**src/rtl/txctl_i2c_regs.sv**
```systemverilog
module txctl_i2c_regs #(
  parameter logic [6:0]  DEV_ADDR        = 7'h26,
  parameter logic [3:0]  FW_MAJOR        = 4'd1,
  parameter logic [3:0]  FW_MINOR        = 4'd5,
  parameter int          TLM_WORDS       = 11,
  parameter logic [7:0]  TLM_BASE        = 8'h14,
  parameter logic [39:0] FAILSAFE_CYCLES = 40'd45_000_000_000
) (
  input  logic                   clk,
  input  logic                   rst_n,
  input  logic                   scl_i,
  input  logic                   sda_i,
  output logic                   sda_oe_o,
  input  logic [7:0]             status_i,
  input  logic                   txready_i,
  input  logic [TLM_WORDS*16-1:0] tlm_i,
  output logic [1:0]             mode_o,
  output logic                   pa_on_o,
  output logic [3:0]             enc_cfg_o,
  output logic [2:0]             dbg_o,
  output logic [1:0]             pwr_lvl_o,
  output logic [6:0]             synth_off_o
);

  localparam int         TW       = $clog2(FAILSAFE_CYCLES + 40'd1);
  localparam logic [7:0] TLM_LAST = TLM_BASE + 8'(2*TLM_WORDS - 1);

  typedef enum logic [2:0] {S_IDLE, S_ADDR, S_ACKA, S_WR, S_ACKW, S_RD, S_RACK} st_t;

  logic [2:0] scl_s, sda_s;
  st_t        st;
  logic [3:0] cnt;
  logic [7:0] sh, ptr, rbyte, rd_data;
  logic       rw, have_ptr, nack;
  logic       r_pa;
  logic [1:0] r_mode;
  logic [3:0] r_enc;
  logic [2:0] r_dbg;
  logic [1:0] r_pwr;
  logic [6:0] r_syn;
  logic [TW-1:0] fs_cnt;
  logic       fs_trip;
  logic [7:0] toff;
  logic [15:0] tword;
  int         widx;

  always_ff @(posedge clk or negedge rst_n)
    if (!rst_n) begin
      scl_s <= 3'b111;
      sda_s <= 3'b111;
    end else begin
      scl_s <= {scl_s[1:0], scl_i};
      sda_s <= {sda_s[1:0], sda_i};
    end

  wire scl_rise = scl_s[1] & ~scl_s[2];
  wire scl_fall = ~scl_s[1] & scl_s[2];
  wire bus_hi   = scl_s[1] & scl_s[2];
  wire start_c  = bus_hi & ~sda_s[1] & sda_s[2];
  wire stop_c   = bus_hi & sda_s[1] & ~sda_s[2];
  wire bit_in   = sda_s[1];

  wire wr_fire  = scl_fall && st == S_WR && cnt == 4'd8 && have_ptr;
  wire soft_rst = wr_fire && ptr == 8'h05 && !sh[0];

  always_comb begin
    rd_data = 8'h00;
    toff    = ptr - TLM_BASE;
    widx    = int'(toff[7:1]);
    tword   = 16'h0000;
    if (ptr >= TLM_BASE && ptr <= TLM_LAST) begin
      tword   = tlm_i[widx*16 +: 16];
      rd_data = toff[0] ? tword[7:0] : tword[15:8];
    end else begin
      case (ptr)
        8'h00:   rd_data = {r_pa, 5'b0, r_mode};
        8'h01:   rd_data = {4'b0, r_enc};
        8'h02:   rd_data = {5'b0, r_dbg};
        8'h03:   rd_data = {6'b0, r_pwr};
        8'h04:   rd_data = {1'b0, r_syn};
        8'h11:   rd_data = {FW_MAJOR, FW_MINOR};
        8'h12:   rd_data = status_i;
        8'h13:   rd_data = {7'b0, txready_i};
        default: rd_data = 8'h00;
      endcase
    end
  end

  always_ff @(posedge clk or negedge rst_n)
    if (!rst_n) begin
      st <= S_IDLE; cnt <= '0; sh <= '0; ptr <= '0; rbyte <= '0;
      rw <= 1'b0; have_ptr <= 1'b0; nack <= 1'b0; sda_oe_o <= 1'b0;
    end else if (start_c) begin
      st <= S_ADDR; cnt <= '0; have_ptr <= 1'b0; sda_oe_o <= 1'b0;
    end else if (stop_c) begin
      st <= S_IDLE; sda_oe_o <= 1'b0;
    end else begin
      case (st)
        S_ADDR:
          if (scl_rise) begin
            sh <= {sh[6:0], bit_in}; cnt <= cnt + 4'd1;
          end else if (scl_fall && cnt == 4'd8) begin
            if (sh[7:1] == DEV_ADDR) begin
              rw <= sh[0]; st <= S_ACKA; sda_oe_o <= 1'b1;
            end else st <= S_IDLE;
          end
        S_ACKA:
          if (scl_fall) begin
            cnt <= '0;
            if (rw) begin
              rbyte <= rd_data; sda_oe_o <= ~rd_data[7]; st <= S_RD;
            end else begin
              sda_oe_o <= 1'b0; st <= S_WR;
            end
          end
        S_WR:
          if (scl_rise) begin
            sh <= {sh[6:0], bit_in}; cnt <= cnt + 4'd1;
          end else if (scl_fall && cnt == 4'd8) begin
            sda_oe_o <= 1'b1; st <= S_ACKW;
            if (!have_ptr) begin ptr <= sh; have_ptr <= 1'b1; end
            else ptr <= ptr + 8'd1;
          end
        S_ACKW:
          if (scl_fall) begin sda_oe_o <= 1'b0; cnt <= '0; st <= S_WR; end
        S_RD:
          if (scl_rise) cnt <= cnt + 4'd1;
          else if (scl_fall) begin
            if (cnt == 4'd8) begin
              sda_oe_o <= 1'b0; ptr <= ptr + 8'd1; st <= S_RACK;
            end else sda_oe_o <= ~rbyte[3'd7 - cnt[2:0]];
          end
        S_RACK:
          if (scl_rise) nack <= bit_in;
          else if (scl_fall) begin
            cnt <= '0;
            if (nack) st <= S_IDLE;
            else begin rbyte <= rd_data; sda_oe_o <= ~rd_data[7]; st <= S_RD; end
          end
        default: st <= S_IDLE;
      endcase
    end

  always_ff @(posedge clk or negedge rst_n)
    if (!rst_n) begin
      r_pa <= 1'b0; r_mode <= '0; r_enc <= '0; r_dbg <= '0; r_pwr <= '0; r_syn <= '0;
    end else if (soft_rst) begin
      r_pa <= 1'b0; r_mode <= '0; r_enc <= '0; r_dbg <= '0; r_pwr <= '0; r_syn <= '0;
    end else if (wr_fire) begin
      case (ptr)
        8'h00: begin r_pa <= sh[7]; r_mode <= sh[1:0]; end
        8'h01: r_enc <= sh[3:0];
        8'h02: r_dbg <= sh[2:0];
        8'h03: r_pwr <= sh[1:0];
        8'h04: r_syn <= sh[6:0];
        default: ;
      endcase
    end

  assign pa_on_o = r_pa && (r_mode != 2'b00) && !fs_trip;

  always_ff @(posedge clk or negedge rst_n)
    if (!rst_n) begin
      fs_cnt <= '0; fs_trip <= 1'b0;
    end else if (soft_rst) begin
      fs_cnt <= '0; fs_trip <= 1'b0;
    end else begin
      if (!r_pa) fs_trip <= 1'b0;
      else if (pa_on_o && fs_cnt == TW'(FAILSAFE_CYCLES - 40'd1)) fs_trip <= 1'b1;
      fs_cnt <= pa_on_o ? fs_cnt + 1'b1 : '0;
    end

  assign mode_o      = r_mode;
  assign enc_cfg_o   = r_enc;
  assign dbg_o       = r_dbg;
  assign pwr_lvl_o   = r_pwr;
  assign synth_off_o = r_syn;

  assert_ack_addr_R1: assert property (@(posedge clk) disable iff (!rst_n)
    (st == S_ACKA) |-> (sh[7:1] == DEV_ADDR));
  assert_idle_release_R1: assert property (@(posedge clk) disable iff (!rst_n)
    (st == S_IDLE) |-> !sda_oe_o);
  assert_cfg_by_write_R2: assert property (@(posedge clk) disable iff (!rst_n)
    (r_syn != $past(r_syn)) |-> $past(wr_fire));
  assert_pa_rise_R5: assert property (@(posedge clk) disable iff (!rst_n)
    $rose(pa_on_o) |-> $past(wr_fire));
  assert_soft_clear_R6: assert property (@(posedge clk) disable iff (!rst_n)
    soft_rst |=> (!r_pa && r_mode == 2'b00 && r_enc == 4'h0 && r_syn == 7'h00));
  assert_trip_hold_R9: assert property (@(posedge clk) disable iff (!rst_n)
    (fs_trip && r_pa) |=> !pa_on_o);
  assert_timer_bound_R9: assert property (@(posedge clk) disable iff (!rst_n)
    pa_on_o |-> (fs_cnt < TW'(FAILSAFE_CYCLES)));

endmodule

```
**config.mk**
```make
export PLATFORM = sky130hd
export DESIGN_NAME = txctl_i2c_regs
export DESIGN_NICKNAME = d
export VERILOG_FILES = /design/src/rtl/txctl_i2c_regs.sv
export SDC_FILE = /design/constraint.sdc
export NUM_CORES = 1
export LEC_CHECK = 0
export BUFFER_PORTS_ARGS = -buffer_cell sky130_fd_sc_hd__clkbuf_2
export CAP_MARGIN = 40
export CORE_MARGIN = 3
export CORE_UTILIZATION = 57
export DETAILED_ROUTE_END_ITERATION = 12
export PLACE_DENSITY = 0.95
export SLEW_MARGIN = 20
export SYNTH_ARGS = -nofsm -noshare
export SYNTH_HDL_FRONTEND = slang
export SYNTH_SLANG_ARGS = --single-unit
```
**constraint.sdc**
```tcl
create_clock -name clk -period 4.4 [get_ports clk]
set_clock_uncertainty 0.2 [all_clocks]
set_input_delay 1.32 -clock clk [delete_from_list [all_inputs] [get_ports clk]]
set_output_delay 1.32 -clock clk [all_outputs]
set_load 0.03 [all_outputs]
```
==> key figures, run 1 <==
Setup path
  – Setup crit end kind: primary output
  – Startpoint types: flop
  – Setup Crit Path Kind: reg2out
  – Critical path arrival: about 1.6 ns
  – Required @ worst endpoint: about 2.9 ns
  – Worst-path fanout max: 4

STA
  – Setup TNS: 0 ns
  – Worst hold slack: between 0.15 and 0.2 ns
  – Worst Tran Pin Value: approximately 0.72 ns
  – Max Freq: about 0.32 GHz
  – Worst relative slew slack: between 50 and 60%
  – RSZ-0062 raised after global routing: false
  – Final Max Tran Viols: 0
  – Endpoints failing setup: 0
  – Minimum clock period: 3.133 ns
  – Final hold viol count: 0
  – Tcrit/Tclk final: around 71%

Die
  – Die area: around 13000 µm²
  – FP Rows: 39
  – Die width: 115.0 µm
  – Number of I/O pins: roughly 210
  – Initial core utilization: 58.76%
  – Die height: about 110 µm
  – Core Area: around 12000 µm²

Flow run
  – Maxcap violations: 0

Drt
  – Via Count: ~6700
  – Average via count per standard cell: approximately 6.6
  – WL/cell: 23.09 µm
  – Detailed Route WL: 23530 µm
  – DRT Pass-1 Iters: 7
  – Drt first-iter violations: just over 800
  – DRT antenna net count: 0
  – Drt drc: 0

Synthesis
  – Synth Area in Compound Gates: between 10% and 20%
  – Main combinational cell family by area after synthesis: multiplexers
  – Fraction of synthesized cell area in xor and xnor cells: under 10%
  – Net count after synthesis: roughly 880
  – Sequential share of the synthesized area: a little over a third
  – Mux contribution to synthesized area: between 20% and 30%
  – Yosys cell types: 63
  – Post-Syn Instances: 679
  – Cell Area, Synth: 6766 µm²
  – Synth Area in Simple Gates: between 10% and 20%
  – Share of synthesized flip-flops with an asynchronous set or reset: between 90% and 100%
  – Adder-Cell Fraction of Synth Area: 2.404%
  – YS warnings: 0
  – Post-synth EDFFs: 0
  – Synth Register Bits: 97
  – Synthesized area per cell: 9.965 µm²
  – Main synth FF type: dfrtp_1

Global routing
  – Largest net degree at the start of global routing: 54
  – Tot GR Track Use: 35.61%
  – First-pass GRT wire length: 36110 µm
  – Vias in the first global route: 6634
  – Initial antenna violation count: 2
  – Grt total ovfl: 0

Outcome
  – Outcome: finished clean

Placement
  – DP Area: 7938 µm²
  – # port buffers: around 210
  – GPL Wtd Cong: around 1.1
  – Final HPWL DP: ~18000 µm
  – Placed cells: 1001

Layout
  – Final Non-Filler Cells: a little over 1000
  – Number of fill cells: between 800 and 900
  – Final #Nets: ~1100
  – Area Growth Syn to Fin: 21.56%
  – Layout cells sized above 1: around 37%
  – Design area: approximately 8200 µm²

Clocking
  – Bufs on Longest Clock Path: 2
  – CTS Hold Buffers Added: 0
  – CTS clk-pin slew, worst paths: around 0.07 ns
  – CTS H-tree depth: 3
  – CTS Buf Count: 9
  – Root Buffer: clkbuf_16
  – Worst skew pair latency: roughly 0.34 ns
  – # clock sinks: 97
  – Setup bufs post-CTS: 0
  – # resized after CTS: 0
  – CTS tree: yes

Pwr
  – Leakage: 3.664 nW
  – Worst vdd ir: between 0.0002 and 0.00025 V
  – PwrDens: ~230 nW/µm²
  – Pwr Total: 1.871 mW

Worst hold path
  – Worst hold-check path type: reg2reg
[cells by family after synthesis]
family / count (synthesis)
simple gates: 257
compound gates: 137
flops: 97
mux: 89
buf+inv: 54
xor+xnor: 32
fa+ha+maj: 13
[synth_stat cells, drive strengths merged (3+ instances only)]
| master | number | area share, % |
|---|---|---|
| o22ai | 8 | 0.74 |
| nor4b | 5 | 0.65 |
| mux2i | 24 | 3.6 |
| nor2b | 13 | 1.2 |
| dfstp | 6 | 2.3 |
| clkbuf | 24 | 1.3 |
| or2 | 4 | 0.37 |
| nand2 | 51 | 2.8 |
| buf | 15 | 1.2 |
| and3 | 15 | 1.4 |
| ha | 13 | 2.4 |
| inv | 13 | 0.72 |
| nor2 | 80 | 4.4 |
| nand4 | 22 | 2.3 |
| a21o | 7 | 0.78 |
| mux4 | 38 | 13 |
| a32o | 6 | 0.89 |
| a22oi | 13 | 1.4 |
| nand3 | 28 | 2.1 |
| nor3 | 11 | 0.81 |
| xnor2 | 14 | 1.8 |
| xor2 | 18 | 2.3 |
| or3 | 10 | 0.92 |
| o21a | 3 | 0.33 |
| nor4 | 4 | 0.37 |
| mux2 | 27 | 4.5 |
| dfrtp | 91 | 34 |
| nor3b | 4 | 0.44 |
| a21oi | 35 | 2.6 |
| a22o | 4 | 0.52 |
| o211ai | 5 | 0.85 |
| o21ai | 32 | 2.4 |
| o221ai | 4 | 0.80 |
[critical path, stage by stage, from the launching register on]
cell,delay (ns)
dfrtp_1,0.41
nor2_1,0.09
nor3b_1,0.48
clkbuf_2,0.31
[where the power goes]
group	leakage [nW]	total (mW)	internal, mW	switching (mW)
clock network	0.131	0.747	0.414	0.333
logic	2.24	0.201	0.112	0.0882
registers	1.29	0.924	0.902	0.0216
total	3.66	1.87	1.43	0.443
[area by class of cell]
type	count	area, µm²	area share, %
Multi-Input combinational cell	528	4110	49.97
Sequential cell	97	2437	29.63
Timing Repair Buffer	218	1155	14.04
Clock buffer	12	256.5	3.118
Tap cell	143	178.9	2.175
Inverter	15	56.30	0.6845
Clock inverter	3	23.77	0.2890
Antenna cell	3	7.507	0.09127
[through the flow]
stage          setup slack [ns]  utilization [%]
4_1_cts                   1.272            71.36
6_report                  1.267            71.43
5_1_grt                   1.113            71.40
3_5_place_dp              1.376            68.93
3_3_place_gp              1.407            68.52
2_1_floorplan             1.441                -
[routing by layer]
metal  vias up  GRT usage, %  wire [µm]
li1       2924             -          -
met1      3202         44.60       8772
met2       445         58.10      11330
met3       114         8.579       2088
met4         0         17.21       1337
met5         -             0          0
[registers in the layout, indices dropped and copies added, names as in the netlist, 3 cells and up]
name / count
rbyte: 8
st: 3
sh: 8
ptr: 8
synth_off_o: 7
fs_cnt: 36
dbg_o: 3
scl_s: 3
enc_cfg_o: 4
sda_s: 3
cnt: 4
[cell usage in the layout (no fill, tap or decap), types with 3 or more instances in the layout]
cell type / Yosys / layout
a21o_1: 7 / 7
a21oi_1: 35 / 35
a22o_1: 4 / 4
a22oi_1: 13 / 13
a32o_1: 6 / 6
and3_1: 15 / 15
buf_4: 0 / 8
clkbuf_16: 0 / 9
clkbuf_2: 0 / 207
dfrtp_1: 91 / 89
dfstp_2: 6 / 6
diode_2: 0 / 3
ha_1: 13 / 13
inv_1: 13 / 13
mux2_2: 27 / 27
mux2i_1: 24 / 24
mux4_2: 38 / 38
nand2_1: 51 / 51
nand3_1: 28 / 28
nand4_1: 21 / 21
nor2_1: 80 / 80
nor2b_1: 13 / 13
nor3_1: 11 / 11
nor3b_1: 4 / 4
nor4_1: 4 / 4
nor4b_1: 5 / 5
o211ai_2: 4 / 4
o21a_1: 3 / 3
o21ai_0: 30 / 30
o221ai_2: 3 / 3
o22ai_1: 8 / 8
or2_2: 4 / 4
or3_1: 10 / 10
xnor2_1: 14 / 14
xor2_1: 18 / 18
[worst paths after layout]
kind | from | end | slack, ns | depth (start not counted)
max in group asynchronous | rst_n | sda_s[0] | 2.54 | 3
min in group asynchronous | rst_n | st[0] | 0.64 | 1
worst min register to register | scl_s[0] | scl_s[1] | 0.16 | 0
worst max register to register | cnt[0] | synth_off_o[0] | 1.29 | 8
worst max-delay path | mode_o[0] | pa_on_o | 1.27 | 3
worst min-delay path | scl_s[0] | scl_s[1] | 0.16 | 0
No activity file was read; power rests on OpenSTA's default activity.
==> inputs of run 2 (changes only) <==
- ABC_AREA: default -> 1
- CORE_UTILIZATION: 57 -> 53
- PLACE_DENSITY: 0.95 -> 0.92
- clock period: 4.4 -> 3 ns (I/O delays scaled with it)
==> key figures, run 2 <==
Synthesis
  – Most numerous cell in the Yosys netlist: nand2_1 (was dfrtp_1)
  – Yosys cell types: 48 (was 63)
  – Cell Area, Synth: 7267 µm² (was 6766 µm²)
  – Share of synthesized flip-flops with an asynchronous set or reset: 100.0% (unchanged)
  – Adder-Cell Fraction of Synth Area: 2.238% (was 2.404%)
  – Mux contribution to synthesized area: 0.2755% (was 20.69%)
  – Post-Syn Instances: 1069 (was 679)
  – Synthesized area per cell: 6.798 µm² (was 9.965 µm²)
  – Synth top area share: 31.34% (was 33.65%)
  – Net count after synthesis: 1271 (was 881)
  – Main combinational cell family by area after synthesis: simple AND/OR/NAND/NOR gates (was multiplexers)
  – Fraction of synthesized cell area in xor and xnor cells: 2.410% (was 4.142%)
  – Main synth FF type: dfrtp_1 (unchanged)
  – Synth area leaders: dfrtp_1 (31%), nand2_1 (10%), nor2_1 (9.7%) (was dfrtp_1 (34%), mux4_2 (13%), mux2_2 (4.5%))
  – Sequential share of the synthesized area: 33.51% (was 35.98%)
  – YS warnings: 0 (unchanged)
  – Post-synth EDFFs: 0 (unchanged)
  – Synth Area in Simple Gates: 33.45% (was 19.14%)
  – Synth Register Bits: 97 (unchanged)
  – Most frequent cells after synthesis: nand2_1 (196), nor2_1 (187), o21ai_0 (130) (was dfrtp_1 (91), nor2_1 (80), nand2_1 (51))
  – Synth Area in Compound Gates: 19.80% (was 14.31%)
  – Largest area contributor in the netlist: dfrtp_1 (unchanged)

Outcome
  – Outcome: finished clean (unchanged)

Clocking
  – CTS H-tree depth: 3 (unchanged)
  – CTS Buf Count: 9 (unchanged)
  – CTS clk-pin slew, worst paths: 0.07 ns (about the same)
  – # resized after CTS: 0 (unchanged)
  – CTS tree: yes (unchanged)
  – Worst skew pair latency: 0.35 ns (was 0.34 ns)
  – # clock sinks: 97 (unchanged)
  – Setup bufs post-CTS: 0 (unchanged)
  – CTS Hold Buffers Added: 0 (unchanged)
  – Root Buffer: clkbuf_16 (unchanged)
  – Bufs on Longest Clock Path: 2 (unchanged)

Layout
  – Antenna cells: 0 (was 3)
  – Final Non-Filler Cells: 1443 (was 1019)
  – Commonest non-fill, non-tap cell in the layout: clkbuf_2 (unchanged)
  – Commonest non-fill, non-tap cells in the layout: clkbuf_2 (207), nand2_1 (196), nor2_1 (187) (was clkbuf_2 (207), dfrtp_1 (89), nor2_1 (80))
  – Biggest register: fs_cnt (unchanged)
  – Area Growth Syn to Fin: 20.82% (was 21.56%)
  – Max FFs per register: 36 (unchanged)
  – Final #Nets: 1464 (was 1071)
  – Design area: 8780 µm² (was 8225 µm²)
  – Layout cells sized above 1: 23.28% (was 36.88%)

Global routing
  – Grt total ovfl: 0 (unchanged)
  – Tot GR Track Use: 31.45% (was 35.61%)
  – Largest net degree at the start of global routing: 84 (was 54)
  – Initial antenna violation count: 0 (was 2)
  – First-pass GRT wire length: 37690 µm (was 36110 µm)
  – Vias in the first global route: 7654 (was 6634)

STA
  – Setup TNS: 0 ns (unchanged)
  – Final hold viol count: 0 (unchanged)
  – Max Freq: between 0.3 and 0.4 GHz
  – Worst hold slack: 0.1569 ns (was 0.1562 ns)
  – Tcrit/Tclk final: approximately 84%
  – Endpoints failing setup: 0 (unchanged)
  – Worst relative slew slack: 51.91% (was 51.30%)
  – Final Max Tran Viols: 0 (unchanged)
  – Fin worst setup slack: 0.4941 ns (was 1.267 ns)
  – Minimum clock period: about 2.5 ns
  – Worst Tran Pin Value: 0.7213 ns (was 0.7249 ns)
  – RSZ-0062 raised after global routing: false (unchanged)

Die
  – FP Rows: 42 (was 39)
  – Die width: 123.1 µm (was 115.0 µm)
  – Die height: 123.1 µm (was 115.0 µm)
  – Number of I/O pins: 209 (unchanged)
  – Core Area: 13350 µm² (was 11520 µm²)
  – Initial core utilization: 54.44% (was 58.76%)
  – Die area: 15150 µm² (was 13210 µm²)

Setup path
  – Critical path arrival: 2.55 ns (was 1.61 ns)
  – Critical-path top delay cell: dfrtp_1 (was nor3b_1)
  – Startpoint types: flop (unchanged)
  – Setup Crit Path Kind: reg2reg (was reg2out)
  – CP dominant cell by count: nand2_1
  – Setup crit end kind: flop (was primary output)
  – Slowest stage delay, CP: 0.47 ns (was 0.48 ns)
  – Worst-path fanout max: 12 (was 4)
  – Required @ worst endpoint: 3.04 ns (was 2.88 ns)
  – CP Cell Sequence: inv_1 -> ha_1 -> nand2_1 -> nor2_2 -> nand2_1 -> nor2_1 -> inv_2 -> nor2_2 -> nand2_1 -> nand2_2 -> buf_4 -> a21oi_1 -> o21a_1 (was nor2_1 -> nor3b_1 -> clkbuf_2)

Flow run
  – Maxcap violations: 0 (unchanged)

Placement
  – # port buffers: 208 (unchanged)
  – GPL Wtd Cong: 0.9617 (was 1.066)
  – Placed cells: 1427 (was 1001)
  – DP Area: 8468 µm² (was 7938 µm²)
  – Pre-CTS setup slack: 0.5608 ns (was 1.376 ns)
  – Final HPWL DP: 18760 µm (was 17870 µm)

Drt
  – Via Count: 8266 (was 6685)
  – DRT antenna net count: 0 (unchanged)
  – Drt first-iter violations: 975 (was 816)
  – Drt drc: 0 (unchanged)
  – DRT Pass-1 Iters: 7 (unchanged)
  – Detailed Route WL: 24340 µm (was 23530 µm)
  – Average via count per standard cell: 5.728 (was 6.560)
  – WL/cell: 16.86 µm (was 23.09 µm)

Pwr
  – PwrDens: 327.2 nW/µm² (was 227.5 nW/µm²)
  – Worst vdd ir: 0.0003163 V (was 0.0002066 V)
  – Leakage: 4.187 nW (was 3.664 nW)

Worst hold path
  – Worst hold-check path type: reg2reg (unchanged)
## run 2: changes by cell type in the layout (fill, tap and decap cells not counted), sizes merged, moves of 10 or more
cell / previous run / this run
nand2: 51 / 199
nor2: 80 / 197
o21ai: 32 / 143
inv: 14 / 110
nand3: 28 / 68
o211ai: 5 / 45
mux4: 38 / 0
mux2: 27 / 0
nor3: 11 / 36
mux2i: 24 / 2
a21oi: 35 / 48
nor2b: 13 / 0
and3: 15 / 3
or3: 10 / 0
## run 2: area by class of cell
class	instances	area (µm²)
Fill cell	1184	4568
Multi-Input combinational cell	823	4228
Sequential cell	97	2437
Timing Repair Buffer	222	1174
Inverter	109	409.1
Clock buffer	10	239.0
Tap cell	176	220.2
Clock inverter	6	72.57
## run 2: cells by family after synthesis
kind of cell | after synthesis
flops | 97
compound gates | 252
mux | 2
buf+inv | 149
xor+xnor | 20
simple gates | 536
fa+ha+maj | 13
## run 2: metrics by stage
step,power (mW),utilization (%)
finish,2.873,65.78
global route,2.957,65.78
CTS,2.875,65.78
detailed placement,1.681,63.44
global placement,1.680,63.44
floorplan,1.479,-
## run 2: routing by layer
layer	vias to the layer above	share of wire, %	global-route usage, %
met2	442	48	51.90
met5	-	0	0
li1	3961	-	-
met1	3794	40	40.90
met4	0	2.9	11.35
met3	69	8.7	6.770
## run 2: worst paths after layout
check                      slack [ns]    endpoint      from  cells past startpoint
max                              0.49  fs_cnt[34]    cnt[0]                     13
min                              0.16    sda_s[1]  sda_s[0]                      0
max reg2reg                      0.49  fs_cnt[34]    cnt[0]                     13
min reg2reg                      0.16    sda_s[1]  sda_s[0]                      0
max in group asynchronous        1.58      ptr[1]     rst_n                      2
min in group asynchronous        0.34       st[0]     rst_n                      1
## run 2: power by group
| group | internal [mW] | leakage [nW] | switching, mW |
|---|---|---|---|
| logic | 0.141 | 2.71 | 0.164 |
| clock network | 0.681 | 0.155 | 0.530 |
| registers | 1.33 | 1.32 | 0.0254 |
| total | 2.15 | 4.19 | 0.719 |
## run 2: worst max-delay path: cells and delay by family, from the launching register on
family	cells	cell delay (ns)
adders and majority gates	1	0.17
buffers and inverters	3	0.47
DFF	1	0.47
AOI/OAI and AO/OA	2	0.17
and+or+nand+nor	7	0.92
